File: src/rtl/flash_cmd_pkg.sv
package flash_cmd_pkg;

    typedef logic [15:0] word_t;

    localparam logic [7:0] OPC_KEY_VERIFY = 8'h0C;
    localparam logic [7:0] OPC_SET_MARGIN = 8'h0D;
    localparam logic [1:0] KEY_ACCESS_ON  = 2'b10;
    localparam logic [2:0] KEY_LAST_IDX   = 3'b100;

    typedef enum logic [1:0] {
        MRG_NORMAL = 2'd0,
        MRG_ERASED = 2'd1,
        MRG_PROG   = 2'd2
    } margin_e;

    typedef struct packed {
        logic       reject;
        logic       do_verify;
        logic       do_margin;
        logic       key_miss;
        logic [6:0] blk;
        margin_e    lvl;
    } launch_res_t;

    function automatic logic level_ok(input word_t w);
        return w <= 16'd2;
    endfunction

endpackage

File: src/rtl/flash_prm_regs.sv
module flash_prm_regs
    import flash_cmd_pkg::*;
#(
    parameter int NWORD = 5
) (
    input  logic                     clk,
    input  logic                     rst,
    input  logic                     busy,
    input  logic                     wr_en,
    input  logic [2:0]               wr_idx,
    input  word_t                    wr_data,
    output logic [2:0]               last_idx,
    output logic [NWORD-1:0][15:0]   words
);

    always_ff @(posedge clk) begin
        if (rst) begin
            last_idx <= '0;
        end else if (wr_en && !busy) begin
            last_idx <= wr_idx;
        end
    end

    for (genvar s = 0; s < NWORD; s++) begin : g_slot
        always_ff @(posedge clk) begin
            if (rst) begin
                words[s] <= '0;
            end else if (wr_en && !busy && (wr_idx == 3'(s))) begin
                words[s] <= wr_data;
            end
        end
    end

endmodule

File: src/rtl/flash_cmd_check.sv
module flash_cmd_check
    import flash_cmd_pkg::*;
#(
    parameter int          NWORD = 5,
    parameter int          NBLK  = 4,
    parameter logic [63:0] KEY   = 64'hA5A5_1234_5678_C3C3
) (
    input  logic [NWORD-1:0][15:0] words,
    input  logic [2:0]             last_idx,
    input  logic                   load_active,
    input  logic [1:0]             key_en,
    input  logic                   miss_seen,
    output launch_res_t            res
);

    logic [7:0] opc;
    logic       key_diff;

    assign opc = words[0][15:8];

    always_comb begin
        key_diff = 1'b0;
        for (int k = 1; k <= 4; k++) begin
            if (words[k] != KEY[16*(4-k) +: 16]) key_diff = 1'b1;
        end
    end

    always_comb begin
        res           = '0;
        res.blk       = words[0][6:0];
        res.lvl       = margin_e'(words[1][1:0]);
        if (opc == OPC_KEY_VERIFY) begin
            res.key_miss  = key_diff;
            res.reject    = (last_idx != KEY_LAST_IDX) || load_active ||
                            (key_en != KEY_ACCESS_ON) || key_diff || miss_seen;
            res.do_verify = !res.reject;
        end else if (opc == OPC_SET_MARGIN) begin
            res.reject    = (32'(words[0][6:0]) >= NBLK) || !level_ok(words[1]);
            res.do_margin = !res.reject;
        end else begin
            res.reject    = 1'b1;
        end
    end

endmodule

File: src/rtl/flash_margin_tbl.sv
module flash_margin_tbl
    import flash_cmd_pkg::*;
#(
    parameter int NBLK  = 4,
    parameter int BLK_W = 2
) (
    input  logic             clk,
    input  logic             rst,
    input  logic             wr_en,
    input  logic [6:0]       wr_blk,
    input  margin_e          wr_lvl,
    input  logic [BLK_W-1:0] rd_blk,
    output margin_e          rd_lvl
);

    margin_e lvl_q [NBLK];

    for (genvar b = 0; b < NBLK; b++) begin : g_blk
        always_ff @(posedge clk) begin
            if (rst) begin
                lvl_q[b] <= MRG_NORMAL;
            end else if (wr_en && (wr_blk == 7'(b))) begin
                lvl_q[b] <= wr_lvl;
            end
        end
    end

    always_comb begin
        rd_lvl = MRG_NORMAL;
        for (int b = 0; b < NBLK; b++) begin
            if (32'(rd_blk) == b) rd_lvl = lvl_q[b];
        end
    end

endmodule

File: src/rtl/flash_cmd_front.sv
module flash_cmd_front
    import flash_cmd_pkg::*;
#(
    parameter int          NWORD    = 5,
    parameter int          NBLK     = 4,
    parameter int          BUSY_CYC = 3,
    parameter logic [63:0] KEY      = 64'hA5A5_1234_5678_C3C3,
    localparam int         BLK_W    = (NBLK > 1) ? $clog2(NBLK) : 1
) (
    input  logic             clk,
    input  logic             rst,
    input  logic             wr_en,
    input  logic [2:0]       wr_idx,
    input  logic [15:0]      wr_data,
    input  logic             done_clr,
    input  logic             err_clr,
    input  logic             load_active,
    input  logic [1:0]       key_en,
    input  logic [BLK_W-1:0] rd_blk,
    output logic             done_flag,
    output logic             acc_err,
    output logic             key_unlocked,
    output logic [1:0]       rd_margin
);

    localparam int CW = (BUSY_CYC > 1) ? $clog2(BUSY_CYC) : 1;

    logic [2:0]             last_idx;
    logic [NWORD-1:0][15:0] words;
    launch_res_t            res;
    launch_res_t            pend_q;
    logic                   miss_q;
    logic [CW-1:0]          cnt_q;
    logic                   launch;
    logic                   finish;
    margin_e                rd_lvl;

    assign launch = done_clr && done_flag && !acc_err;
    assign finish = !done_flag && (cnt_q == '0);

    flash_prm_regs #(.NWORD(NWORD)) u_regs (
        .clk      (clk),
        .rst      (rst),
        .busy     (!done_flag),
        .wr_en    (wr_en),
        .wr_idx   (wr_idx),
        .wr_data  (wr_data),
        .last_idx (last_idx),
        .words    (words)
    );

    flash_cmd_check #(.NWORD(NWORD), .NBLK(NBLK), .KEY(KEY)) u_check (
        .words       (words),
        .last_idx    (last_idx),
        .load_active (load_active),
        .key_en      (key_en),
        .miss_seen   (miss_q),
        .res         (res)
    );

    always_ff @(posedge clk) begin
        if (rst) begin
            done_flag    <= 1'b1;
            acc_err      <= 1'b0;
            miss_q       <= 1'b0;
            key_unlocked <= 1'b0;
            cnt_q        <= '0;
            pend_q       <= '0;
        end else begin
            if (err_clr) acc_err <= 1'b0;
            if (launch) begin
                if (res.key_miss) miss_q <= 1'b1;
                if (res.reject) begin
                    acc_err <= 1'b1;
                end else begin
                    done_flag <= 1'b0;
                    cnt_q     <= CW'(BUSY_CYC - 1);
                    pend_q    <= res;
                end
            end else if (finish) begin
                done_flag <= 1'b1;
                if (pend_q.do_verify) key_unlocked <= 1'b1;
            end else if (!done_flag) begin
                cnt_q <= cnt_q - 1'b1;
            end
        end
    end

    flash_margin_tbl #(.NBLK(NBLK), .BLK_W(BLK_W)) u_margin (
        .clk    (clk),
        .rst    (rst),
        .wr_en  (finish && pend_q.do_margin),
        .wr_blk (pend_q.blk),
        .wr_lvl (pend_q.lvl),
        .rd_blk (rd_blk),
        .rd_lvl (rd_lvl)
    );

    assign rd_margin = rd_lvl;

endmodule

File: config.mk
export PLATFORM = sky130hd
export DESIGN_NAME = flash_cmd_front
export DESIGN_NICKNAME = d
export VERILOG_FILES = /design/src/rtl/flash_cmd_pkg.sv /design/src/rtl/flash_prm_regs.sv /design/src/rtl/flash_cmd_check.sv /design/src/rtl/flash_margin_tbl.sv /design/src/rtl/flash_cmd_front.sv
export SDC_FILE = /design/constraint.sdc
export NUM_CORES = 1
export LEC_CHECK = 0
export CORE_MARGIN = 2
export CORE_UTILIZATION = 45
export CTS_BUF_LIST = sky130_fd_sc_hd__clkbuf_8
export CTS_CLUSTER_DIAMETER = 200
export DETAILED_ROUTE_END_ITERATION = 8
export PLACE_DENSITY_LB_ADDON = 0.15
export SLEW_MARGIN = 20
export SYNTH_ARGS = -nofsm -noshare
export SYNTH_HDL_FRONTEND = slang
export SYNTH_SLANG_ARGS = --single-unit
File: constraint.sdc
create_clock -name clk -period 7.25 [get_ports clk]
set_clock_uncertainty 0.1 [all_clocks]
set_input_delay 1.45 -clock clk [delete_from_list [all_inputs] [get_ports clk]]
set_output_delay 1.45 -clock clk [all_outputs]
set_load 0.02 [all_outputs]
==> impl_summary.txt, run 1 <==
----------------------------------------------------
[Timing]
  Minimum clock period ... 4.59 ns
  Total of endpoints with negative setup slack in the final report ... 0
  Normalized max-slew margin ... 37.4%
  Fin. Hold Viols ... 0
  Setup repair after global routing missed its margin ... false
  Worst-Margin Slew ... approximately 0.94 ns
  Maximum frequency from static timing analysis ... between 200 and 250 MHz
  Tcrit/Tclk final ... 63.2%
  Final setup TNS ... 0 ns
  Final number of max-transition violations ... 0

[Global routing]
  Maximum number of pins on one net before global-route repair ... 93
  Via count of the first global-routing pass ... 3058
  Global-route wire length before repair ... approximately 16000 um
  Global Route Usage Sum ... 19.7%
  Aggregate global routing overflow ... 0
  Number of antenna violations at the first check in global routing ... 0

[Yosys]
  Asr flop ratio synth ... 0%
  Sequential element share of the synthesized area ... about half
  Mean cell area of the mapped netlist ... 8.93 sq um
  Yosys Warn Count ... 0
  Post-synthesis instance area ... around 4300 sq um
  Number of flops mapped to enable cells by yosys ... 8
  Syn_nets ... a little over 500
  Dominant synthesized flop cell ... sky130_fd_sc_hd__dfxtp_1
  Unique masters post-synth ... between 40 and 50
  FF+latch count, synth ... roughly 110
  Gate count after technology mapping ... 486

[Status]
  Outcome ... finished, final reports clean

[Layout]
  Final cell area excluding filler cells ... between 4000 and 5000 sq um
  Fraction of layout instances using a drive strength above 1 ... 6.85%
  Ant. Diodes ... 0
  Post-route non-filler standard cell count ... 640
  Layout Nets ... 536
  Relative area change from synthesis to final layout ... 14.2%
  Leading cell type in the layout, fill and taps excluded ... sky130_fd_sc_hd__nand2_1
  Commonest cells after routing, fill and taps aside ... 113 x sky130_fd_sc_hd__nand2_1, 99 x sky130_fd_sc_hd__dfxtp_1, 54 x sky130_fd_sc_hd__a21oi_1

[Clock network]
  Post-CTS repair timing setup buffer count ... 0
  Clock net sink count ... between 100 and 150
  TritonCTS clock tree ... yes
  Clock-pin slew on the worst setup and hold paths ... around 0.10 ns
  Hold buffers post-CTS ... 0
  Count of cells resized by post-cts repair ... 0
  Buffer depth of the longest clock path ... 2
  Clock latency on the worst-skew pair ... 0.36 ns
  Maximum level of the CTS H-tree ... 3
  Number of buffers added by the clock tree synthesis step ... 9
  Cell at the root of the clock tree ... sky130_fd_sc_hd__clkbuf_8

[Worst setup path]
  Critical Path Most Common Cell ... sky130_fd_sc_hd__clkdlybuf4s50_1
  Critical path arrival ... between 3 and 4 ns
  WS Path Type ... input pin to primary output
  CP peak stage delay ... 0.55 ns
  CP Cell Sequence ... clkdlybuf4s50_1 -> mux4_2 -> clkdlybuf4s50_1
  Type of destination of the critical path ... primary output
  Required time worst endpoint ... between 5 and 6 ns
  Slowest cell on the critical path ... sky130_fd_sc_hd__clkdlybuf4s50_1
  Crit-path max FO ... 2
  Crit path launch type ... input pin

[Placement]
  Port Buffers ... 33
  Cell count after placement ... 624
  HPWL after detailed placement ... about 6800 um
  RD Place Congestion ... 0.790
  Total placed instance area ... 4760 sq um

[Routing]
  DRC marker count from the first detailed-route iteration ... slightly above 200
  Avg Vias per Cell ... between 5 and 6
  Final ANT Viol Nets ... 0
  DR WL/cell ... between 15 and 20 um
  DRC violation count after routing ... 0
  Iteration count of the initial detailed-routing pass ... 5
  Number of vias in the routed layout ... between 3000 and 4000
  Total detailed-routing wirelength ... approximately 9800 um

[Pwr]
  Part of the total power dissipated in combinational logic ... roughly 7.5%
  Switching share of power ... 23.8%
  Clk network pwr share ... ~34%
  Total net switching power ... roughly 0.25 mW
  Leakage power ... about 1.8 nW
  Power per standard cell area ... 211 nW/um^2
  Worst VDD drop ... between 0.0001 and 0.00015 V
  Internal ... 0.798 mW
  Sequential power share ... slightly below 60%

[Floorplanning]
  Number of I/O pins ... 34
  Floorplan core area ... between 9000 and 10000 sq um
  Die area ... around 10000 sq um
  DIE WIDTH ... roughly 100 um
  Initial standard-cell utilization of the core ... a little under half
  Standard-cell row count ... 35
  Die extent in y ... roughly 100 um

[Worst hold path]
  Type of the most critical hold path ... flop to flop

[Job]
  Number of violations of the max-capacitance limit ... 0

----------------------------------------------------
[area by class of cell]
class	instances	area [sq um]
Fill cell	865	4330
Inverter	6	22.5
Sequential cell	107	2220
Timing Repair Buffer	38	363
Multi-Input combinational cell	344	1990
Clock inverter	7	67.6
Clock buffer	9	124
Tap cell	129	161
[cells by family (layout without fill, tap and decap cells)]
kind of cell    Yosys count  in the layout  share of synthesized area [%]
compound gates           64             64                           8.25
fa+ha+maj                 1              1                          0.288
buf+inv                  35             60                           3.29
flops                   107            107                           51.2
mux                      44             44                           10.8
simple gates            235            235                           26.2
[power groups by stage]
stage          combinational (mW)  sequential (mW)  clock (mW)
6_report                   0.0791            0.613       0.355
4_1_cts                    0.0793            0.613       0.365
3_3_place_gp               0.0782            0.627           0
2_1_floorplan              0.0419            0.625           0
3_5_place_dp               0.0790            0.627           0
5_1_grt                    0.0859            0.615       0.387
[worst paths after layout]
kind,from,endpoint,slack [ns],cells after the start
setup / recovery,rd_blk[0],rd_margin[0],2.66,3
hold / removal,miss_q,miss_q,0.35,2
setup reg to reg,u_regs.words[12],cnt_q[1],4.83,5
hold reg to reg,miss_q,miss_q,0.35,2
[metrics by stage]
stage	setup WS, ns	util [%]	hold WS [ns]	power [mW]
detailed placement	2.65	51.3	0.335	0.706
finish	2.66	53.4	0.348	1.05
floorplan	3.70	-	0.321	0.667
CTS	2.64	53.3	0.350	1.06
global route	2.63	53.4	0.374	1.09
global placement	2.67	51.3	0.335	0.705
[worst max-delay path, delay by kind of cell]
family	cells	cell delay, ns
buf+inv	2	1.08
mux	1	0.51
[routing by layer]
layer | up-vias | wire length, um | GRT usage (%)
met3 | 11 | 361 | 3.69
met2 | 67 | 4510 | 31.2
met4 | 0 | 137 | 6.15
met5 | - | 0 | 0
li1 | 1713 | - | -
met1 | 1558 | 4770 | 27.3
[synth_stat cells (3+ instances only)]
master	n	area (sq um)
sky130_fd_sc_hd__nand3_1	23	115
sky130_fd_sc_hd__nand4_1	4	25.0
sky130_fd_sc_hd__a21oi_1	54	270
sky130_fd_sc_hd__nand2_1	113	424
sky130_fd_sc_hd__nor4b_1	5	43.8
sky130_fd_sc_hd__or2_1	3	18.8
sky130_fd_sc_hd__inv_1	5	18.8
sky130_fd_sc_hd__nor2_1	45	169
sky130_fd_sc_hd__nor2b_1	3	18.8
sky130_fd_sc_hd__clkbuf_1	25	93.8
sky130_fd_sc_hd__nor4_1	8	50.1
sky130_fd_sc_hd__mux2i_1	41	410
sky130_fd_sc_hd__dfxtp_1	99	1980
sky130_fd_sc_hd__nand2b_1	4	25.0
sky130_fd_sc_hd__edfxtp_1	8	240
sky130_fd_sc_hd__nor3_1	4	20.0
[registers in the layout (all words and copies together), names as in the netlist]
register         count
cnt_q                2
u_margin.lvl_q       8
done_flag            1
key_unlocked         1
miss_q               1
u_regs.last_idx      3
u_regs.words        79
acc_err              1
pend_q              11
Note: power is estimated with default switching activity, not from simulation.
==> run 2: changes to the inputs <==
- clock period: 7.25 -> 4.65 ns (I/O delays scaled with it)
==> run 2 against run 1 <==
Sequential share of layout area shrank 0.26 points. Non-clock buffer count is 1 higher. Clock power grew 71%. First-iteration DRC count is 14% lower. Wire length rose by 0.57%. Sequential cell count unchanged. Utilization up 0.31 points. Register-to-register slack lost 2.6 ns. Total power increased by 61%. Final cell count is 0.16% higher. Sequential power is 56% higher. Largest cell class unchanged.
==> impl_summary.txt, run 2 (same netlist as run 1, synthesis figures left out) <==
----------------------------------------------------
[Clock network]
  Maximum level of the CTS H-tree ... 3
  Cell at the root of the clock tree ... sky130_fd_sc_hd__clkbuf_8
  Post-CTS repair timing setup buffer count ... 0
  Number of buffers added by the clock tree synthesis step ... 9
  Clock latency on the worst-skew pair ... between 0.3 and 0.4 ns
  Clock-pin slew on the worst setup and hold paths ... 0.10 ns
  Clock net sink count ... 107
  Hold buffers post-CTS ... 0
  Count of cells resized by post-cts repair ... 0
  TritonCTS clock tree ... yes
  Buffer depth of the longest clock path ... 2

[Placement]
  RD Place Congestion ... 0.742
  Port Buffers ... 33
  HPWL after detailed placement ... between 6000 and 7000 um
  Cell count after placement ... about 630

[Global routing]
  Maximum number of pins on one net before global-route repair ... 92
  Global Route Usage Sum ... between 15 and 20%
  Number of antenna violations at the first check in global routing ... 0
  Global-route wire length before repair ... around 16000 um
  Aggregate global routing overflow ... 0
  Via count of the first global-routing pass ... roughly 3200

[Timing]
  Normalized max-slew margin ... approximately two fifths
  Fin. Hold Viols ... 0
  Setup repair after global routing missed its margin ... false
  Maximum frequency from static timing analysis ... approximately 280 MHz
  Minimum clock period ... roughly 3.5 ns
  Worst-Margin Slew ... roughly 0.91 ns
  Total of endpoints with negative setup slack in the final report ... 0
  Tcrit/Tclk final ... about three quarters
  Final setup TNS ... 0 ns
  Final number of max-transition violations ... 0

[Routing]
  Final ANT Viol Nets ... 0
  DRC marker count from the first detailed-route iteration ... 177
  Avg Vias per Cell ... 5.26
  Iteration count of the initial detailed-routing pass ... 5
  Number of vias in the routed layout ... between 3000 and 4000
  DRC violation count after routing ... 0
  DR WL/cell ... around 15 um
  Total detailed-routing wirelength ... 9830 um

[Layout]
  Commonest cells after routing, fill and taps aside ... 113 x sky130_fd_sc_hd__nand2_1, 99 x sky130_fd_sc_hd__dfxtp_1, 54 x sky130_fd_sc_hd__a21oi_1
  Number of flip-flops in the largest register ... 79
  Relative area change from synthesis to final layout ... 14.9%
  Fraction of layout instances using a drive strength above 1 ... just under 7%
  Post-route non-filler standard cell count ... 641
  Ant. Diodes ... 0
  Leading registers by flop count ... u_regs.words x79, pend_q x11, u_margin.lvl_q x8
  Leading cell type in the layout, fill and taps excluded ... sky130_fd_sc_hd__nand2_1
  Layout Nets ... 537
  Most flops, register ... u_regs.words

[Worst setup path]
  Crit-path max FO ... 2
  CP peak stage delay ... about 0.55 ns
  Critical path arrival ... between 2 and 3 ns
  WS Path Type ... input pin to primary output
  Slowest cell on the critical path ... sky130_fd_sc_hd__clkdlybuf4s50_1
  Crit path launch type ... input pin
  Minimum setup slack among reg-to-reg paths ... 2.24 ns
  Type of destination of the critical path ... primary output
  CP Cell Sequence ... clkdlybuf4s50_1 -> mux4_2 -> clkdlybuf4s50_1
  Critical Path Most Common Cell ... sky130_fd_sc_hd__clkdlybuf4s50_1
  Required time worst endpoint ... between 3 and 4 ns

[Pwr]
  Sequential power share ... between 50% and 60%
  Total net switching power ... ~0.39 mW
  Leakage power ... between 1.5 and 2 nW
  Internal ... between 1 and 1.5 mW
  Clk network pwr share ... between 30% and 40%
  Switching share of power ... 22.9%
  Worst VDD drop ... ~0.00019 V
  Power per standard cell area ... between 300 and 400 nW/um^2
  Part of the total power dissipated in combinational logic ... 7.3%

[Floorplanning]
  Floorplan core area ... between 9000 and 10000 sq um
  Standard-cell row count ... 35
  Number of I/O pins ... 34
  Die area ... 10400 sq um
  DIE WIDTH ... around 100 um
  Die extent in y ... 102 um
  Initial standard-cell utilization of the core ... about 47%

[Status]
  Outcome ... finished, final reports clean

[Worst hold path]
  Type of the most critical hold path ... flop to flop

[Job]
  Number of violations of the max-capacitance limit ... 0

----------------------------------------------------
## run 2: power groups by stage
| stage | logic, mW | registers [mW] | clock network, mW |
|---|---|---|---|
| after CTS | 0.124 | 0.957 | 0.627 |
| after global routing | 0.133 | 0.959 | 0.663 |
| after global placement | 0.122 | 0.977 | 0 |
| after detailed placement | 0.123 | 0.978 | 0 |
| final | 0.123 | 0.957 | 0.608 |
| after floorplan | 0.0653 | 0.975 | 0 |
## run 2: layer usage
| metal | part of all wire, % | routed length, um | global-route usage [%] | vias up |
|---|---|---|---|---|
| met2 | 48 | 4760 | 33.0 | 56 |
| met1 | 47 | 4620 | 26.1 | 1598 |
| met4 | 0.75 | 74 | 4.31 | 0 |
| met5 | 0 | 0 | 0 | - |
| met3 | 3.7 | 368 | 4.38 | 5 |
| li1 | - | - | - | 1714 |
## run 2: cell type report
cell class,instances,area (sq um)
clock inverters,7,91.3
clock buffers,9,124
flip-flops and latches,107,2220
fillers,907,4300
multi-input cells,344,1990
repair buffers,39,370
inverters,6,22.5
well taps,129,161
## run 2: worst paths after layout
kind             endpoint              from  cells after the start
max          rd_margin[1]         rd_blk[0]                      3
min reg2reg        miss_q            miss_q                      2
max reg2reg      cnt_q[1]  u_regs.words[12]                      5
min                miss_q            miss_q                      2
## run 2: metrics by stage
stage,utilization (%),hold WS [ns],instance area [sq um],worst slack (ns),power [mW]
after CTS,53.7,0.350,4980,1.10,1.71
after global placement,51.4,0.335,4770,1.11,1.10
after global routing,53.7,0.375,4980,1.08,1.76
after floorplan,-,0.321,4340,1.84,1.04
after detailed placement,51.4,0.333,4770,1.10,1.10
final,53.7,0.345,4980,1.11,1.69
## run 2: critical path: cells and delay by family
family | cells | cell delay (ns)
buffers and inverters | 2 | 1.08
muxes | 1 | 0.50
==> run 3: changes to the inputs <==
- clock period: 4.65 -> 3 ns (I/O delays scaled with it)
==> run 3 against run 2 <==
Final cell count increased by 0.62%. Worst setup slack got worse by 0.99 ns. Global-route usage increased by 0.71 points. Critical endpoint unchanged. Non-clock buffer count increased by 4. Critical path type unchanged. Largest cell class unchanged. Wire length increased by 2.0%. First-iteration DRC count increased by 33%. Sequential share of layout area about the same. Die area unchanged. Sequential cell count unchanged. Register-to-register slack got worse by 1.6 ns. Sequential power increased by 55%. Combinational power increased by 58%.
==> impl_summary.txt, run 3 (same netlist as run 1, synthesis figures left out) <==
----------------------------------------------------
[Status]
  Outcome ... finished, final reports clean

[Placement]
  Setup WS pre-CTS ... slightly above 0.1 ns
  RD Place Congestion ... ~0.82
  Cell count after placement ... roughly 630
  Port Buffers ... 33
  HPWL after detailed placement ... between 6000 and 7000 um

[Global routing]
  Maximum number of pins on one net before global-route repair ... 92
  Aggregate global routing overflow ... 0
  Via count of the first global-routing pass ... roughly 3200
  Global-route wire length before repair ... around 16000 um
  Number of antenna violations at the first check in global routing ... 0
  Global Route Usage Sum ... a little over 20%

[Worst setup path]
  Type of destination of the critical path ... primary output
  Minimum setup slack among reg-to-reg paths ... around 0.66 ns
  WS Path Type ... input pin to primary output
  Worst R2R Path Depth ... 6
  CP peak stage delay ... between 0.5 and 0.6 ns
  Crit-path max FO ... 2
  Crit path launch type ... input pin
  CP Cell Sequence ... clkdlybuf4s50_1 -> mux4_2 -> clkdlybuf4s50_1
  Reg-to-reg endpoint ... pend_q[3]
  RR Startpoint ... u_regs.words[8]
  Critical path arrival ... 2.18 ns
  Critical Path Most Common Cell ... sky130_fd_sc_hd__clkdlybuf4s50_1
  Required time worst endpoint ... 2.30 ns
  Slowest cell on the critical path ... sky130_fd_sc_hd__clkdlybuf4s50_1

[Floorplanning]
  Floorplan core area ... a little over 9000 sq um
  DIE WIDTH ... 102 um
  Die area ... ~10000 sq um
  Die extent in y ... 102 um
  Standard-cell row count ... 35
  Number of I/O pins ... 34
  Initial standard-cell utilization of the core ... 46.7%

[Clock network]
  Count of cells resized by post-cts repair ... 0
  TritonCTS clock tree ... yes
  Cell at the root of the clock tree ... sky130_fd_sc_hd__clkbuf_8
  Post-CTS repair timing setup buffer count ... 0
  Maximum level of the CTS H-tree ... 3
  Number of buffers added by the clock tree synthesis step ... 9
  Clock-pin slew on the worst setup and hold paths ... approximately 0.1 ns
  Hold buffers post-CTS ... 0
  Clock latency on the worst-skew pair ... approximately 0.37 ns
  Clock net sink count ... 107
  Buffer depth of the longest clock path ... 2

[Timing]
  Worst-Margin Slew ... around 0.93 ns
  Setup repair after global routing missed its margin ... false
  Final number of max-transition violations ... 0
  Total of endpoints with negative setup slack in the final report ... 0
  Fin. Hold Viols ... 0
  Final setup TNS ... 0 ns
  Minimum clock period ... roughly 2.9 ns
  Normalized max-slew margin ... roughly two fifths
  Maximum frequency from static timing analysis ... ~350 MHz
  Minimum setup slack in the final design ... about 0.12 ns
  Tcrit/Tclk final ... 95.9%

[Worst hold path]
  Min-Delay Path Depth ... 2
  Terminating pin of the worst hold path ... miss_q
  Type of the most critical hold path ... flop to flop
  Worst Min Path Start ... miss_q

[Pwr]
  Power Total ... approximately 2.5 mW
  Power per standard cell area ... 505 nW/um^2
  Worst VDD drop ... approximately 0.00022 V
  Leakage power ... approximately 1.8 nW

[Routing]
  DR WL/cell ... about 16 um
  Total detailed-routing wirelength ... 10000 um
  Iteration count of the initial detailed-routing pass ... 4
  Final ANT Viol Nets ... 0
  DRC marker count from the first detailed-route iteration ... around 240
  DRC violation count after routing ... 0
  Number of vias in the routed layout ... between 3000 and 4000
  Avg Vias per Cell ... ~5.3

[Layout]
  Post-route non-filler standard cell count ... between 600 and 700
  Leading registers by flop count ... u_regs.words x79, pend_q x11, u_margin.lvl_q x8
  Most flops, register ... u_regs.words
  Layout filler cell count ... about 900
  Fraction of layout instances using a drive strength above 1 ... 7.75%
  Commonest cells after routing, fill and taps aside ... 113 x sky130_fd_sc_hd__nand2_1, 99 x sky130_fd_sc_hd__dfxtp_1, 54 x sky130_fd_sc_hd__a21oi_1
  Ant. Diodes ... 0
  Leading cell type in the layout, fill and taps excluded ... sky130_fd_sc_hd__nand2_1
  Relative area change from synthesis to final layout ... 14.8%
  Number of flip-flops in the largest register ... between 70 and 80
  Layout Nets ... approximately 540

[Job]
  Number of violations of the max-capacitance limit ... 0

----------------------------------------------------
-- run 3: layout make-up --
| type | count | area, sq um | share of cell area, % |
|---|---|---|---|
| Clock buffer | 9 | 124 | 2.49 |
| Clock inverter | 7 | 60.1 | 1.21 |
| Inverter | 6 | 22.5 | 0.452 |
| Multi-Input combinational cell | 344 | 1990 | 40.0 |
| Sequential cell | 107 | 2220 | 44.6 |
| Tap cell | 129 | 161 | 3.24 |
| Timing Repair Buffer | 43 | 400 | 8.04 |
-- run 3: metrics by stage --
| step | cell area, sq um | hold slack, ns | utilization [%] |
|---|---|---|---|
| after global placement | 4800 | 0.336 | 51.7 |
| after CTS | 4980 | 0.356 | 53.7 |
| final | 4980 | 0.354 | 53.7 |
| after floorplan | 4340 | 0.321 | - |
| after detailed placement | 4800 | 0.341 | 51.7 |
| after global routing | 4980 | 0.377 | 53.7 |
-- run 3: how the worst max path moves through the flow --
| stage | startpoint | end | cells past startpoint |
|---|---|---|---|
| after floorplan | load_active | cnt_q[1] | 5 |
| after global placement | rd_blk[0] | rd_margin[0] | 3 |
| after detailed placement | load_active | pend_q[3] | 7 |
| after CTS | rd_blk[0] | rd_margin[0] | 3 |
| after global routing | rd_blk[0] | rd_margin[0] | 3 |
| final | rd_blk[0] | rd_margin[1] | 3 |
-- run 3: routing by layer --
| layer | GRT usage, % | wire length (um) | part of all wire [%] | vias to the layer above |
|---|---|---|---|---|
| met5 | 0 | 0 | 0 | - |
| met4 | 5.44 | 82 | 0.82 | 0 |
| met3 | 3.97 | 377 | 3.8 | 6 |
| met2 | 32.1 | 4630 | 46 | 61 |
| met1 | 28.7 | 4940 | 49 | 1611 |
| li1 | - | - | - | 1721 |
-- run 3: critical path, delay by kind of cell --
kind	cells	cell delay, ns
mux	1	0.50
buf+inv	2	1.07
-- run 3: report_power, final --
group	internal, mW	total (mW)	switching [mW]
logic	0.0822	0.194	0.112
registers	1.47	1.48	0.0165
clock network	0.318	0.836	0.519
